### config.mk
export PLATFORM = sky130hd
export DESIGN_NAME = hwy_farm_ctrl
export DESIGN_NICKNAME = d
export VERILOG_FILES = /design/src/rtl/hfc_pkg.sv /design/src/rtl/hfc_car_sync.sv /design/src/rtl/hfc_timer.sv /design/src/rtl/hfc_fsm.sv /design/src/rtl/hwy_farm_ctrl.sv
export SDC_FILE = /design/constraint.sdc
export NUM_CORES = 1
export LEC_CHECK = 0
export CORE_UTILIZATION = 30
export DETAILED_ROUTE_END_ITERATION = 12
export PLACE_DENSITY_LB_ADDON = 0.3
export SETUP_SLACK_MARGIN = 0.02
export SYNTH_ARGS = -nofsm -noshare
export SYNTH_HDL_FRONTEND = slang
export SYNTH_SLANG_ARGS = --single-unit
export TNS_END_PERCENT = 30
### constraint.sdc
create_clock -name clk_i -period 2.9 [get_ports clk_i]
set_input_delay 0.725 -clock clk_i [delete_from_list [all_inputs] [get_ports clk_i]]
set_output_delay 0.725 -clock clk_i [all_outputs]
set_load 0.05 [all_outputs]
### src/rtl/hfc_pkg.sv
package hfc_pkg;

  typedef enum logic [1:0] {
    PH_HWY_GO   = 2'd0,
    PH_HWY_WARN = 2'd1,
    PH_FARM_GO  = 2'd2,
    PH_FARM_WARN = 2'd3
  } phase_e;

  typedef struct packed {
    logic   hg;
    logic   hy;
    logic   hr;
    logic   fg;
    logic   fy;
    logic   fr;
    logic   strt;
    phase_e nxt;
  } ctrl_word_t;

  localparam int unsigned ADDR_W    = 6;
  localparam int unsigned ROM_DEPTH = 1 << ADDR_W;

  // address: {init, car, short_done, long_done, phase[1:0]}
  function automatic ctrl_word_t rom_entry(logic [ADDR_W-1:0] a);
    ctrl_word_t w;
    logic   init, car, sd, ld, go;
    phase_e q;
    init = a[5];
    car  = a[4];
    sd   = a[3];
    ld   = a[2];
    q    = phase_e'(a[1:0]);
    w    = '0;
    go   = 1'b0;
    case (q)
      PH_HWY_GO:    begin w.hg = 1'b1; w.fr = 1'b1; go = ld & car;  end
      PH_HWY_WARN:  begin w.hy = 1'b1; w.fr = 1'b1; go = sd;        end
      PH_FARM_GO:   begin w.fg = 1'b1; w.hr = 1'b1; go = ld | ~car; end
      default:      begin w.fy = 1'b1; w.hr = 1'b1; go = sd;        end
    endcase
    if (init) begin
      w.strt = 1'b1;
      w.nxt  = PH_HWY_GO;
    end else if (go) begin
      w.strt = 1'b1;
      w.nxt  = phase_e'(a[1:0] + 2'd1);
    end else begin
      w.nxt  = q;
    end
    return w;
  endfunction

endpackage

### src/rtl/hfc_car_sync.sv
module hfc_car_sync #(
  parameter int unsigned STAGES = 2
) (
  input  logic clk_i,
  input  logic rst_ni,
  input  logic async_i,
  output logic sync_o
);
  logic [STAGES-1:0] chain_q;

  generate
    for (genvar g = 0; g < STAGES; g++) begin : g_stage
      if (g == 0) begin : g_first
        always_ff @(posedge clk_i or negedge rst_ni)
          if (!rst_ni) chain_q[0] <= 1'b0;
          else         chain_q[0] <= async_i;
      end else begin : g_rest
        always_ff @(posedge clk_i or negedge rst_ni)
          if (!rst_ni) chain_q[g] <= 1'b0;
          else         chain_q[g] <= chain_q[g-1];
      end
    end
  endgenerate

  assign sync_o = chain_q[STAGES-1];
endmodule

### src/rtl/hfc_timer.sv
module hfc_timer #(
  parameter int unsigned SHORT_CNT = 3,
  parameter int unsigned LONG_CNT  = 8
) (
  input  logic clk_i,
  input  logic rst_ni,
  input  logic restart_i,
  output logic short_done_o,
  output logic long_done_o
);
  localparam int unsigned CW = $clog2(LONG_CNT + 1);
  localparam logic [CW-1:0] SHORT_V = CW'(SHORT_CNT);
  localparam logic [CW-1:0] LONG_V  = CW'(LONG_CNT);

  logic [CW-1:0] cnt_q;

  always_ff @(posedge clk_i or negedge rst_ni) begin
    if (!rst_ni)             cnt_q <= '0;
    else if (restart_i)      cnt_q <= '0;
    else if (cnt_q < LONG_V) cnt_q <= cnt_q + 1'b1;
  end

  assign short_done_o = (cnt_q >= SHORT_V);
  assign long_done_o  = (cnt_q >= LONG_V);

  a_r8_long_holds: assert property (@(posedge clk_i) disable iff (!rst_ni)
    (long_done_o && !restart_i) |=> long_done_o);
  a_r8_short_holds: assert property (@(posedge clk_i) disable iff (!rst_ni)
    (short_done_o && !restart_i) |=> short_done_o);
  a_r8_order: assert property (@(posedge clk_i) disable iff (!rst_ni)
    long_done_o |-> short_done_o);
  a_r8_restart_clears: assert property (@(posedge clk_i) disable iff (!rst_ni)
    restart_i |=> (!short_done_o && !long_done_o));
endmodule

### src/rtl/hfc_fsm.sv
module hfc_fsm
  import hfc_pkg::*;
(
  input  logic clk_i,
  input  logic rst_ni,
  input  logic car_s_i,
  input  logic short_done_i,
  input  logic long_done_i,
  output logic hwy_grn_o,
  output logic hwy_yel_o,
  output logic hwy_red_o,
  output logic farm_grn_o,
  output logic farm_yel_o,
  output logic farm_red_o,
  output logic tmr_start_o
);
  ctrl_word_t        rom [ROM_DEPTH];
  phase_e            phase_q;
  logic              init_q;
  logic [ADDR_W-1:0] addr;
  ctrl_word_t        word;

  generate
    for (genvar g = 0; g < ROM_DEPTH; g++) begin : g_rom
      assign rom[g] = rom_entry(ADDR_W'(g));
    end
  endgenerate

  assign addr = {init_q, car_s_i, short_done_i, long_done_i, phase_q};
  assign word = rom[addr];

  always_ff @(posedge clk_i or negedge rst_ni) begin
    if (!rst_ni) begin
      phase_q <= PH_HWY_GO;
      init_q  <= 1'b1;
    end else begin
      phase_q <= word.nxt;
      init_q  <= 1'b0;
    end
  end

  assign hwy_grn_o   = word.hg;
  assign hwy_yel_o   = word.hy;
  assign hwy_red_o   = word.hr;
  assign farm_grn_o  = word.fg;
  assign farm_yel_o  = word.fy;
  assign farm_red_o  = word.fr;
  assign tmr_start_o = word.strt;

  a_r2_one_lamp_per_road: assert property (@(posedge clk_i) disable iff (!rst_ni)
    ($countones({hwy_grn_o, hwy_yel_o, hwy_red_o}) == 1) &&
    ($countones({farm_grn_o, farm_yel_o, farm_red_o}) == 1));
  a_r2_never_both_open: assert property (@(posedge clk_i) disable iff (!rst_ni)
    hwy_red_o || farm_red_o);
  a_r3_hold_highway: assert property (@(posedge clk_i) disable iff (!rst_ni)
    (phase_q == PH_HWY_GO && !(long_done_i && car_s_i)) |=> phase_q == PH_HWY_GO);
  a_r5_farm_bounded: assert property (@(posedge clk_i) disable iff (!rst_ni)
    (phase_q == PH_FARM_GO && !init_q && (long_done_i || !car_s_i)) |=> phase_q == PH_FARM_WARN);
  a_r7_quiet_means_stable: assert property (@(posedge clk_i) disable iff (!rst_ni)
    !tmr_start_o |=> $stable(phase_q));
endmodule

### src/rtl/hwy_farm_ctrl.sv
module hwy_farm_ctrl #(
  parameter int unsigned SHORT_CNT   = 3,
  parameter int unsigned LONG_CNT    = 8,
  parameter int unsigned SYNC_STAGES = 2
) (
  input  logic clk_i,
  input  logic rst_ni,
  input  logic car_i,
  output logic hwy_grn_o,
  output logic hwy_yel_o,
  output logic hwy_red_o,
  output logic farm_grn_o,
  output logic farm_yel_o,
  output logic farm_red_o,
  output logic tmr_start_o
);
  logic car_s, short_done, long_done, strobe;

  hfc_car_sync #(.STAGES(SYNC_STAGES)) u_sync (
    .clk_i   (clk_i),
    .rst_ni  (rst_ni),
    .async_i (car_i),
    .sync_o  (car_s)
  );

  hfc_timer #(.SHORT_CNT(SHORT_CNT), .LONG_CNT(LONG_CNT)) u_timer (
    .clk_i        (clk_i),
    .rst_ni       (rst_ni),
    .restart_i    (strobe),
    .short_done_o (short_done),
    .long_done_o  (long_done)
  );

  hfc_fsm u_fsm (
    .clk_i        (clk_i),
    .rst_ni       (rst_ni),
    .car_s_i      (car_s),
    .short_done_i (short_done),
    .long_done_i  (long_done),
    .hwy_grn_o    (hwy_grn_o),
    .hwy_yel_o    (hwy_yel_o),
    .hwy_red_o    (hwy_red_o),
    .farm_grn_o   (farm_grn_o),
    .farm_yel_o   (farm_yel_o),
    .farm_red_o   (farm_red_o),
    .tmr_start_o  (strobe)
  );

  assign tmr_start_o = strobe;
endmodule

==> results.txt <==
Sequential share of power -> 53.2%
IO Pins -> 10
R2r worst-path depth -> 4
Num CTS Buffers -> 3
Syn nets -> 50
# rows -> 14
Global-route wire length before repair -> 1240 um
Fraction of layout cells with a size suffix above 1 -> 18.5%
Initial core utilization -> 32.1%
Clk pwr share -> 34.6%
Via count -> 314
Critical path type -> reg2out
RSZ-0062 raised after global routing -> no
Initial antenna violation count -> 0
YS warnings -> 0
Max-slew violation count -> 0
Setup Fix Bufs, Post-CTS -> 0
CTS H-tree lvls -> 1
Pleak -> 0.292 nW
Final Hold Fails -> 0
Fin nets -> 64
Post-DRT Antenna Nets -> 0
Skew final -> 0.000315 ns
Detailed Route WL -> 666 um
GR Util All Layers -> 9.56%
Clock Latency Late Sink -> 0.25 ns
Post-Layout Cell Count -> 70
Global placement routability congestion -> 0.637
Cell variety after synth -> 22
Vias per cell -> 4.49
Dpl cells -> 66
PostCTS Resize Cnt -> 0
PortBufs -> 9
Run status -> finished, final reports clean
Synth-to-Final Area Change -> 28.2%
WL/cell -> 9.51 um
Flops & latches, synth -> 9
CTS root buffer -> clkbuf_4
Peak supply drop -> 0.245 mV
Setup TNS -> 0 ns
Startpoint types -> flop
Largest net degree at the start of global routing -> 10
Maxcap violations -> 0
Reg-to-reg setup timing slack -> 1.53 ns
R2R Path Start -> u_timer.cnt_q[0]
Tmin final -> 2.73 ns
Mapped Cells -> 41
Mapped Area -> 484 um^2
Worst EP required -> 2.17 ns
Register area share after synthesis -> 46.8%
Die height -> 42.2 um
Critical Path AT -> 2.01 ns
WHS Path Cells -> 0
Part of the cycle the worst path needs -> 94.3%
RR Endpoint -> u_timer.cnt_q[1]
Grt ovf -> 0
Hold path endpoint -> u_sync.sync_o
Cell Pwr Density -> 419 nW/um^2
Number of diodes -> 0
Final setup violation count -> 0
Worst setup EP type -> primary output
Clock Tree Buf Depth -> 2
Post-route DRC -> 0
Die W -> 42.2 um
First DRT Iteration DRCs -> 2
Vias in the first global route -> 292
Fmax -> 366 MHz
Sw Share -> 23.4%
Hold-fix buffer count after cts -> 0
Internal cell power -> 0.000199 W
Worst Hold Launch -> u_sync.chain_q[0]
CORE AREA -> 1510 um^2
NetSw -> 0.0000609 W
Clk sinks -> 9
1st-pass router iterations -> 3
Die ar. -> 1780 um^2
Critical path fanouts, max -> 7
CTS tree -> done
Register clock-pin slew on the reported worst setup and hold paths -> 0.05 ns
Gate power share -> 12.2%
Avg Inst Size Synth -> 11.8 um^2
HP Class -> reg2reg
[cells by family (layout without fill, tap and decap cells)]
kind of cell	count (synthesis)	count (layout)	synth area share, %
AOI/OAI and AO/OA	7	7	12.4
xor gates and xnor gates	2	2	3.62
adders and majority gates	6	6	15.5
buffers and inverters	5	18	3.88
DFF	9	9	46.8
muxes	2	2	4.91
other	1	1	0.774
and+or+nand+nor	9	9	12.1
[cell usage in the layout (no fill, tap or decap)]
cell type	count
conb_1	1
nand2b_1	1
inv_1	5
a31oi_1	1
clkdlybuf4s50_1	9
and2_4	1
dfstp_2	1
clkbuf_4	3
mux2i_1	1
a2111oi_2	1
a21oi_1	1
xor2_1	1
a21oi_2	1
mux2i_2	1
and3_1	1
xnor2_1	1
o21ai_1	1
nor3_4	1
a211oi_2	1
ha_1	6
clkbuf_1	1
nor2_1	3
nor3_1	2
a21o_1	1
dfrtp_1	8
[power groups by stage]
stage | clock [W] | sequential (W) | combinational [W]
floorplan | 0 | 0.000140 | 0.0000228
global placement | 0 | 0.000141 | 0.0000323
detailed placement | 0 | 0.000140 | 0.0000324
CTS | 0.0000961 | 0.000138 | 0.0000325
global route | 0.000104 | 0.000139 | 0.0000361
finish | 0.0000900 | 0.000138 | 0.0000317
[metal layers]
metal	vias up	routed length, um	GRT usage, %
li1	161	-	-
met1	144	327	12.4
met2	7	306	13.2
met3	2	25	2.59
met4	0	6	7.50
met5	-	0	0
[synth_stat cells]
master | instances | area, um^2
mux2i_1 | 1 | 10.0
and2_4 | 1 | 8.76
dfstp_2 | 1 | 26.3
a21oi_1 | 1 | 5.00
a21oi_2 | 1 | 8.76
nor2_1 | 3 | 11.3
xor2_1 | 1 | 8.76
a31oi_1 | 1 | 6.26
inv_1 | 5 | 18.8
o21ai_0 | 1 | 5.00
xnor2_1 | 1 | 8.76
nor3_1 | 2 | 10.0
a2111oi_2 | 1 | 15.0
conb_1 | 1 | 3.75
ha_1 | 6 | 75.1
nor3_4 | 1 | 16.3
nand2b_1 | 1 | 6.26
dfrtp_1 | 8 | 200
mux2i_2 | 1 | 13.8
a21o_1 | 1 | 7.51
a211oi_2 | 1 | 12.5
and3_1 | 1 | 6.26
[sequential cells by signal, indices dropped and copies added, names as in the netlist]
signal	flops
u_sync.sync_o	1
u_sync.chain_q	1
u_timer.cnt_q	4
u_fsm.init_q	1
u_fsm.phase_q	2
[critical path, cell delays in order (launching register included)]
cell and delay (ns):
dfrtp_1 0.51, mux2i_2 0.14, and2_4 0.19, o21ai_1 0.12, clkdlybuf4s50_1 0.81
[how the worst max path moves through the flow]
stage | startpoint | slack, ns | depth (start not counted) | endpoint
after floorplan | u_fsm.phase_q[1] | 0.37 | 3 | tmr_start_o
after global placement | u_timer.cnt_q[3] | 0.45 | 4 | tmr_start_o
after detailed placement | u_timer.cnt_q[3] | 0.42 | 4 | tmr_start_o
after CTS | u_timer.cnt_q[3] | 0.14 | 4 | tmr_start_o
after global routing | u_timer.cnt_q[3] | 0.04 | 4 | tmr_start_o
final | u_timer.cnt_q[3] | 0.17 | 4 | tmr_start_o
[metrics by stage]
stage          area, um^2  hold WS, ns  worst slack [ns]  power (W)  utilization, %
2_1_floorplan         484        0.331             0.369   0.000162               -
3_3_place_gp          594        0.334             0.446   0.000173            39.5
3_5_place_dp          594        0.337             0.421   0.000173            39.5
4_1_cts               621        0.348             0.142   0.000267            41.2
5_1_grt               621        0.363            0.0415   0.000279            41.2
6_report              621        0.347             0.166   0.000260            41.2
[cell type report]
cell class,count,area (um^2)
flip-flops and latches,9,226
fillers,153,886
repair buffers,9,90.1
well taps,16,20.0
inverters,5,18.8
clock buffers,4,26.3
multi-input cells,27,239
No activity file was read; power rests on OpenSTA's default activity.
